`src/rtl/stack_cpu_pkg.sv`:
```
package stack_cpu_pkg;

   localparam int WORD_W = 16;
   localparam int PC_W   = 13;

   typedef enum logic [4:0] {
      OP_T      = 5'd0,
      OP_N      = 5'd1,
      OP_ADD    = 5'd2,
      OP_AND    = 5'd3,
      OP_OR     = 5'd4,
      OP_XOR    = 5'd5,
      OP_INV    = 5'd6,
      OP_EQ     = 5'd7,
      OP_LTS    = 5'd8,
      OP_SHR    = 5'd9,
      OP_DEC    = 5'd10,
      OP_R      = 5'd11,
      OP_LOAD   = 5'd12,
      OP_SHL    = 5'd13,
      OP_DEPTH  = 5'd14,
      OP_LTU    = 5'd15,
      OP_SETIE  = 5'd16,
      OP_GETIE  = 5'd17,
      OP_RDEPTH = 5'd18,
      OP_ZEQ    = 5'd19,
      OP_ID     = 5'd20
   } alu_op_e;

   typedef enum logic [1:0] {
      FORM_JMP  = 2'b00,
      FORM_CJMP = 2'b01,
      FORM_CALL = 2'b10,
      FORM_ALU  = 2'b11
   } form_e;

endpackage

```
`src/rtl/stack_lifo.sv`:
```
module stack_lifo #(
   parameter int W     = 16,
   parameter int CELLS = 64
) (
   input  logic                       clk,
   input  logic                       rst_n,
   input  logic                       en,
   input  logic [1:0]                 delta,
   input  logic                       wr,
   input  logic [W-1:0]               wdata,
   output logic [W-1:0]               top,
   output logic [$clog2(CELLS)-1:0]   ptr
);
   localparam int PW = $clog2(CELLS);

   generate
      if (CELLS < 4 || (CELLS & (CELLS - 1)) != 0) begin : g_bad_cells
         $error("stack_lifo: CELLS must be a power of two, at least 4");
      end
   endgenerate

   logic [W-1:0]  cells [CELLS];
   logic [PW-1:0] ptr_q, ptr_n;

   assign ptr_n = ptr_q + {{(PW-2){delta[1]}}, delta};
   assign ptr   = ptr_q;
   assign top   = cells[ptr_q];

   always_ff @(posedge clk or negedge rst_n) begin
      if (!rst_n)  ptr_q <= '0;
      else if (en) ptr_q <= ptr_n;
   end

   always_ff @(posedge clk) begin
      if (en && wr) cells[ptr_n] <= wdata;
   end

   // pointer moves only when enabled
   a_r5_ptr_idle: assert property (@(posedge clk) disable iff (!rst_n)
      !en |=> $stable(ptr_q));
   // a written cell becomes the new top
   a_r5_write_top: assert property (@(posedge clk) disable iff (!rst_n)
      (en && wr) |=> top == $past(wdata));

endmodule

```
`src/rtl/stack_alu.sv`:
```
module stack_alu
   import stack_cpu_pkg::*;
#(
   parameter int          W      = 16,
   parameter int          DPW    = 6,
   parameter int          RPW    = 6,
   parameter logic [15:0] CPU_ID = 16'h0F02
) (
   input  logic [4:0]     op,
   input  logic [W-1:0]   t,
   input  logic [W-1:0]   n,
   input  logic [W-1:0]   r,
   input  logic [W-1:0]   rdata,
   input  logic [DPW-1:0] dpth,
   input  logic [RPW-1:0] rdpth,
   input  logic           ie,
   output logic [W-1:0]   res
);
   localparam int SHW = $clog2(W);

   always_comb begin
      unique case (op)
         OP_T:      res = t;
         OP_N:      res = n;
         OP_ADD:    res = t + n;
         OP_AND:    res = t & n;
         OP_OR:     res = t | n;
         OP_XOR:    res = t ^ n;
         OP_INV:    res = ~t;
         OP_EQ:     res = {W{t == n}};
         OP_LTS:    res = {W{$signed(n) < $signed(t)}};
         OP_SHR:    res = n >> t[SHW-1:0];
         OP_DEC:    res = t - 1'b1;
         OP_R:      res = r;
         OP_LOAD:   res = rdata;
         OP_SHL:    res = n << t[SHW-1:0];
         OP_DEPTH:  res = {{(W-DPW){1'b0}}, dpth};
         OP_LTU:    res = {W{n < t}};
         OP_SETIE:  res = n;
         OP_GETIE:  res = {{(W-1){1'b0}}, ie};
         OP_RDEPTH: res = {{(W-RPW){1'b0}}, rdpth};
         OP_ZEQ:    res = {W{t == '0}};
         OP_ID:     res = CPU_ID;
         default:   res = t;
      endcase
   end

endmodule

```
`src/rtl/stack_cpu.sv`:
```
module stack_cpu
   import stack_cpu_pkg::*;
#(
   parameter int          DS_CELLS = 64,
   parameter int          RS_CELLS = 64,
   parameter int          VEC_W    = 3,
   parameter logic [15:0] IO_BASE  = 16'h4000,
   parameter logic [15:0] CPU_ID   = 16'h0F02
) (
   input  logic             clk,
   input  logic             rst_n,
   input  logic             hold,
   input  logic             irq_req,
   input  logic [VEC_W-1:0] irq_num,
   output logic [12:0]      pc_out,
   input  logic [15:0]      insn_in,
   output logic [15:0]      mem_addr,
   output logic [15:0]      mem_wdata,
   output logic             mem_we,
   input  logic [15:0]      mem_rdata
);
   localparam int W   = WORD_W;
   localparam int DPW = $clog2(DS_CELLS);
   localparam int RPW = $clog2(RS_CELLS);
   localparam int NV  = 1 << VEC_W;

   generate
      if (VEC_W < 1 || VEC_W > PC_W) begin : g_bad_vec
         $error("stack_cpu: VEC_W out of range");
      end
   endgenerate

   logic [PC_W-1:0] pc_q, pc_n;
   logic [W-1:0]    t_q, t_n;
   logic            ie_q, ie_n;
   logic [NV-1:0]   pend_q;
   logic [VEC_W-1:0] vec;
   logic            take, exec;

   logic            is_lit, is_jmp, is_cjmp, is_call, is_alu;
   logic [PC_W-1:0] target, pc_inc, vec_pc;
   logic [W-1:0]    n_val, r_val, alu_res, raw_addr;
   logic [DPW-1:0]  dptr;
   logic [RPW-1:0]  rptr;

   logic            ds_en, ds_wr, rs_en, rs_wr;
   logic [1:0]      ds_delta, rs_delta;
   logic [W-1:0]    rs_wdata;

   // decode
   assign is_lit  = insn_in[15];
   assign is_jmp  = !is_lit && form_e'(insn_in[14:13]) == FORM_JMP;
   assign is_cjmp = !is_lit && form_e'(insn_in[14:13]) == FORM_CJMP;
   assign is_call = !is_lit && form_e'(insn_in[14:13]) == FORM_CALL;
   assign is_alu  = !is_lit && form_e'(insn_in[14:13]) == FORM_ALU;
   assign target  = insn_in[PC_W-1:0];
   assign pc_inc  = pc_q + 1'b1;

   // interrupt selection: lowest pending number wins
   always_comb begin
      vec = '0;
      for (int i = NV - 1; i >= 0; i--)
         if (pend_q[i]) vec = VEC_W'(i);
   end
   assign vec_pc = {{(PC_W-VEC_W){1'b0}}, vec};
   assign take   = ie_q && (|pend_q) && !hold;
   assign exec   = !hold && !take;

   // stacks
   assign ds_en    = exec && (is_lit || is_cjmp || is_alu);
   assign ds_delta = is_lit ? 2'b01 : (is_cjmp ? 2'b11 : insn_in[1:0]);
   assign ds_wr    = is_lit || (is_alu && insn_in[7]);

   assign rs_en    = take || (exec && (is_call || is_alu));
   assign rs_delta = (take || is_call) ? 2'b01 : insn_in[3:2];
   assign rs_wr    = take || is_call || (is_alu && insn_in[6]);
   assign rs_wdata = take    ? {{(W-PC_W){1'b0}}, pc_q} :
                     is_call ? {{(W-PC_W){1'b0}}, pc_inc} : t_q;

   stack_lifo #(.W(W), .CELLS(DS_CELLS)) u_dstk (
      .clk(clk), .rst_n(rst_n), .en(ds_en), .delta(ds_delta),
      .wr(ds_wr), .wdata(t_q), .top(n_val), .ptr(dptr));

   stack_lifo #(.W(W), .CELLS(RS_CELLS)) u_rstk (
      .clk(clk), .rst_n(rst_n), .en(rs_en), .delta(rs_delta),
      .wr(rs_wr), .wdata(rs_wdata), .top(r_val), .ptr(rptr));

   stack_alu #(.W(W), .DPW(DPW), .RPW(RPW), .CPU_ID(CPU_ID)) u_alu (
      .op(insn_in[12:8]), .t(t_q), .n(n_val), .r(r_val), .rdata(mem_rdata),
      .dpth(dptr), .rdpth(rptr), .ie(ie_q), .res(alu_res));

   // next state
   always_comb begin
      pc_n = pc_q;
      t_n  = t_q;
      ie_n = ie_q;
      if (take) begin
         pc_n = vec_pc;
         ie_n = 1'b0;
      end else if (exec) begin
         if (is_lit) begin
            t_n  = {1'b0, insn_in[14:0]};
            pc_n = pc_inc;
         end else if (is_jmp) begin
            pc_n = target;
         end else if (is_cjmp) begin
            t_n  = n_val;
            pc_n = (t_q == '0) ? target : pc_inc;
         end else if (is_call) begin
            pc_n = target;
         end else begin
            t_n  = alu_res;
            pc_n = insn_in[4] ? r_val[PC_W-1:0] : pc_inc;
            if (alu_op_e'(insn_in[12:8]) == OP_SETIE) ie_n = t_q[0];
         end
      end
   end

   always_ff @(posedge clk or negedge rst_n) begin
      if (!rst_n) begin
         pc_q   <= '0;
         t_q    <= '0;
         ie_q   <= 1'b0;
         pend_q <= '0;
      end else begin
         pc_q   <= pc_n;
         t_q    <= t_n;
         ie_q   <= ie_n;
         pend_q <= (pend_q & ~(take ? (NV'(1) << vec) : '0))
                 | (irq_req ? (NV'(1) << irq_num) : '0);
      end
   end

   // data port
   assign raw_addr = (is_alu && insn_in[5]) ? n_val : t_q;
   generate
      if (IO_BASE == 16'h0000) begin : g_flat_addr
         assign mem_addr = raw_addr;
      end else begin : g_split_addr
         assign mem_addr = (raw_addr < IO_BASE) ? {raw_addr[W-1:1], 1'b0} : raw_addr;
      end
   endgenerate
   assign mem_wdata = t_q;
   assign mem_we    = exec && is_alu && insn_in[5];
   assign pc_out    = pc_q;

   // hold freezes the core
   a_r9_hold_freeze: assert property (@(posedge clk) disable iff (!rst_n)
      hold |=> $stable(pc_q) && $stable(t_q) && $stable(ie_q));
   a_r9_hold_no_write: assert property (@(posedge clk) disable iff (!rst_n)
      hold |-> !mem_we);
   // literal lands in T
   a_r1_literal: assert property (@(posedge clk) disable iff (!rst_n)
      (exec && is_lit) |=> t_q == {1'b0, $past(insn_in[14:0])});
   // call jumps and leaves the return address on R
   a_r3_call: assert property (@(posedge clk) disable iff (!rst_n)
      (exec && is_call) |=> pc_q == $past(insn_in[12:0])
                            && r_val == {3'b000, $past(pc_q) + 13'd1});
   // non-zero T falls through a conditional branch
   a_r2_cjmp_fall: assert property (@(posedge clk) disable iff (!rst_n)
      (exec && is_cjmp && t_q != '0) |=> pc_q == $past(pc_q) + 13'd1);
   // interrupt entry calls the vector and disables interrupts
   a_r10_irq_entry: assert property (@(posedge clk) disable iff (!rst_n)
      take |=> pc_q == $past(vec_pc) && !ie_q
               && r_val == {3'b000, $past(pc_q)});

endmodule

```
`config.mk`:
```
export PLATFORM = sky130hd
export DESIGN_NAME = stack_cpu
export DESIGN_NICKNAME = d
export VERILOG_FILES = /design/src/rtl/stack_cpu_pkg.sv /design/src/rtl/stack_lifo.sv /design/src/rtl/stack_alu.sv /design/src/rtl/stack_cpu.sv
export SDC_FILE = /design/constraint.sdc
export NUM_CORES = 2
export LEC_CHECK = 0
export BUFFER_PORTS_ARGS = -buffer_cell sky130_fd_sc_hd__buf_2
export CAP_MARGIN = 20
export CORE_AREA = 5 5 284 494
export DETAILED_ROUTE_END_ITERATION = 12
export DIE_AREA = 0 0 289 499
export PLACE_DENSITY = 0.87
export SYNTH_ARGS = -nofsm -noshare
export SYNTH_HDL_FRONTEND = slang
export SYNTH_HIERARCHICAL = 1
export SYNTH_SLANG_ARGS = --single-unit
```
`constraint.sdc`:
```
create_clock -name clk -period 17.6 [get_ports clk]
set_input_delay 0.88 -clock clk [delete_from_list [all_inputs] [get_ports clk]]
set_output_delay 0.88 -clock clk [all_outputs]
set_load 0.005 [all_outputs]
```
==> summary.txt <==
STA
  • Final setup fails: 0
  • Max Freq: 0.121 GHz
  • Final Hold Viols: 0
  • Worst-Margin Slew: 1230 ps
  • Hold Slack: 206 ps
  • Worst Slack Setup Final: 9360 ps
  • Crit path time final: 8240 ps
  • Slew margin rel.: 0.170
  • Max Clock Skew: 50.6 ps
  • Period utilisation layout: 0.468
  • Final Max Tran Viols: 0
  • Post-Route Setup TNS: 0 ps
  • Unrepaired setup endpoints after global routing: no

Layout
  • Layout Cells excl Fill: 6797
  • Most common library cell in the layout ignoring fill and taps: edfxtp_1
  • Layout cells sized above 1: 0.274
  • Nets: 4953
  • Commonest non-fill, non-tap cells in the layout: edfxtp_1, mux4_2, nand2_1, buf_4, clkbuf_16
  • Post-layout util: 0.718
  • FF+latch area: 62800 um2
  • Layout Area Growth over Synthesis: 11.3%
  • Fill cells: 7463
  • Multi-input logic area: 24100 um2
  • Design area: 97500 um2

Clocking
  • Clk root buf: clkbuf_16
  • CTS Buf Count: 171
  • Post-CTS Hold Fix Bufs: 0
  • Post-CTS Resized: 0
  • Post-CTS Setup Repair Bufs: 0
  • Sink Count: 2098
  • Clock Latency Late Sink: 840 ps
  • Clock transition at path regs: 80 ps
  • H-tree depth: 4
  • CTS tree: built
  • Clock buffer depth: 3

Job
  • Max-cap viol count: 0

Drt
  • First-iteration detailed-routing DRC count: 8659
  • Final Routed Wirelength: 276000 um
  • Vias: 51800
  • Via-per-instance ratio: 7.61
  • Routed Antenna Nets: 0
  • Residual DRC: 0
  • Avg WL per Cell: 40.5 um
  • First-pass iteration count of the detailed router: 9

Placement
  • Gpl congestion: 1.01
  • Dpl cells: 6459
  • Dpl cell area: 91500 um2
  • Port Buffer Count: 84
  • DP Worst Slack: 9810 ps
  • Placed wire-length estimate: 167000 um

Hold path
  • Hold/Removal Path Class: primary input to async pin

Critical path
  • Crit path arrival time: 8940 ps
  • Worst Setup Start Kind: flop
  • Crit path max fanout: 40
  • Worst EP required: 18300 ps
  • Top Family by Delay on Critical Path: compound AO/OA/AOI/OAI gates
  • Worst Path Class, Setup: flop to flop
  • CP endpoint kind: flop
  • Critical-path cell with the highest stage delay: dfrtp_4
  • CP bufs+invs: 5
  • Largest stage delay, worst path: 790 ps

Logic synthesis
  • Synthesized net count: 4760
  • Post-Syn Area: 87500 um2
  • Yosys Warn Count: 6
  • EDFF count, synth: 2048
  • Synth Instances: 4638
  • Distinct cells, synth: 98
  • Async set or reset register ratio after synthesis: 0.0238
  • Seq/Total Area, Yosys: 0.717
  • Prevailing post-synth register cell: edfxtp_1
  • Register bit total from synthesis: 2098
  • Syn avg cell area: 18.9 um2

Run status
  • Status: finished, final reports clean

Pwr
  • LEAKAGE: 31.7 nW
  • PwrDens: 183 nW/um2
  • Tot Pwr: 17.9 mW
  • VDD IR-drop max: 161 uV

Floorplan
  • Core area: 136000 um2
  • Die height: 499 um
  • Die area: 144000 um2
  • Die X: 289 um
  • Starting Density: 0.645
  • Ports: 85
  • Site Rows: 179

Global route
  • Pin count of the biggest net entering global routing: 115
  • Antenna violations before repair: 24
  • First-pass GRT wire length: 384000 um
  • Vias in the first global route: 51300
  • Grt ovf: 0
  • GR Util All Layers: 0.381
[Yosys cell counts (all sizes together), types with 28 or more instances]
library cell | count | share of area
a22oi | 62 | 0.0053
mux2i | 155 | 0.018
o221ai | 31 | 0.0031
clkbuf | 125 | 0.0054
ha | 80 | 0.011
nor2 | 103 | 0.0047
nand3 | 49 | 0.0028
nor3 | 165 | 0.0096
a21oi | 108 | 0.0065
inv | 64 | 0.0027
o22ai | 77 | 0.0055
o41ai | 29 | 0.0029
dfrtp | 50 | 0.014
nand2 | 265 | 0.011
o211ai | 32 | 0.0028
mux4 | 511 | 0.13
buf | 158 | 0.012
o21ai | 98 | 0.0056
edfxtp | 2048 | 0.70
mux2 | 47 | 0.0064
xnor2 | 28 | 0.0029
[where the power goes]
part           internal (mW)  total (mW)  switching, mW
clock                   2.15        3.98           1.83
combinational           2.41        7.41           5.00
sequential              6.16        6.48          0.321
[metal layers]
metal / track usage / vias up / share of wire
met5: 0 / - / 0.00063
met4: 0.314 / 18 / 0.12
met3: 0.104 / 1460 / 0.12
met2: 0.611 / 4866 / 0.48
met1: 0.424 / 25900 / 0.28
li1: - / 19500 / -
[worst reg2reg max path, stage by stage, from the launching register on]
cell       delay, ps
dfrtp_4          790
buf_4            710
buf_4            700
mux4_2           410
mux2i_1          170
a21oi_1          150
o21ai_0          710
o21ai_0          400
buf_4            290
inv_1            130
ha_1             250
nand4_1          170
nor4_1           530
xnor2_1          190
nand2_1           90
ha_1             410
nand4_1          120
inv_1             50
o211ai_2          80
nand2_1          110
a21o_1           190
a211oi_1         230
nor4_1           100
o32a_1           410
mux2_2           310
o21ai_0          150
nand2_1           90
o2bb2ai_1        160
[final cells by class]
type	instances	area share
sequential	2098	0.644
multi-input combinational	2191	0.248
tap	1810	0.0232
antenna	21	0.000539
clock buffer	212	0.0469
timing repair buffer	303	0.0227
inverter	66	0.00254
clock inverter	96	0.0122
[flip-flops by register name, summed over array words and instances (netlist names)]
| name | cells |
|---|---|
| ie_q | 1 |
| pend_q | 8 |
| u_rstk/ptr | 6 |
| u_dstk/ptr | 6 |
| u_rstk/cells | 1024 |
| mem_wdata | 16 |
| pc_out | 13 |
| u_dstk/cells | 1024 |
[path summary, 6_finish.rpt]
kind	startpoint	endpoint	slack, ps	depth (start not counted)
min in group clk	irq_num[0]	pend_q[0]	300	2
max	u_dstk/ptr[2]	mem_wdata[13]	9360	27
max reg2reg	u_dstk/ptr[2]	mem_wdata[13]	9360	27
max in group asynchronous	rst_n	u_rstk/ptr[2]	16590	2
min reg2reg	pend_q[7]	pend_q[7]	650	2
min	rst_n	u_dstk/ptr[5]	210	2
[cells by family after synthesis]
group           after synthesis  share of synthesized area
compound gates              603                     0.0480
xor+xnor                     40                    0.00409
fa+ha+maj                    83                     0.0121
buf+inv                     349                     0.0205
flops                      2098                      0.717
mux                         713                      0.156
simple gates                752                     0.0428
Power figures use the tool's default switching activity.
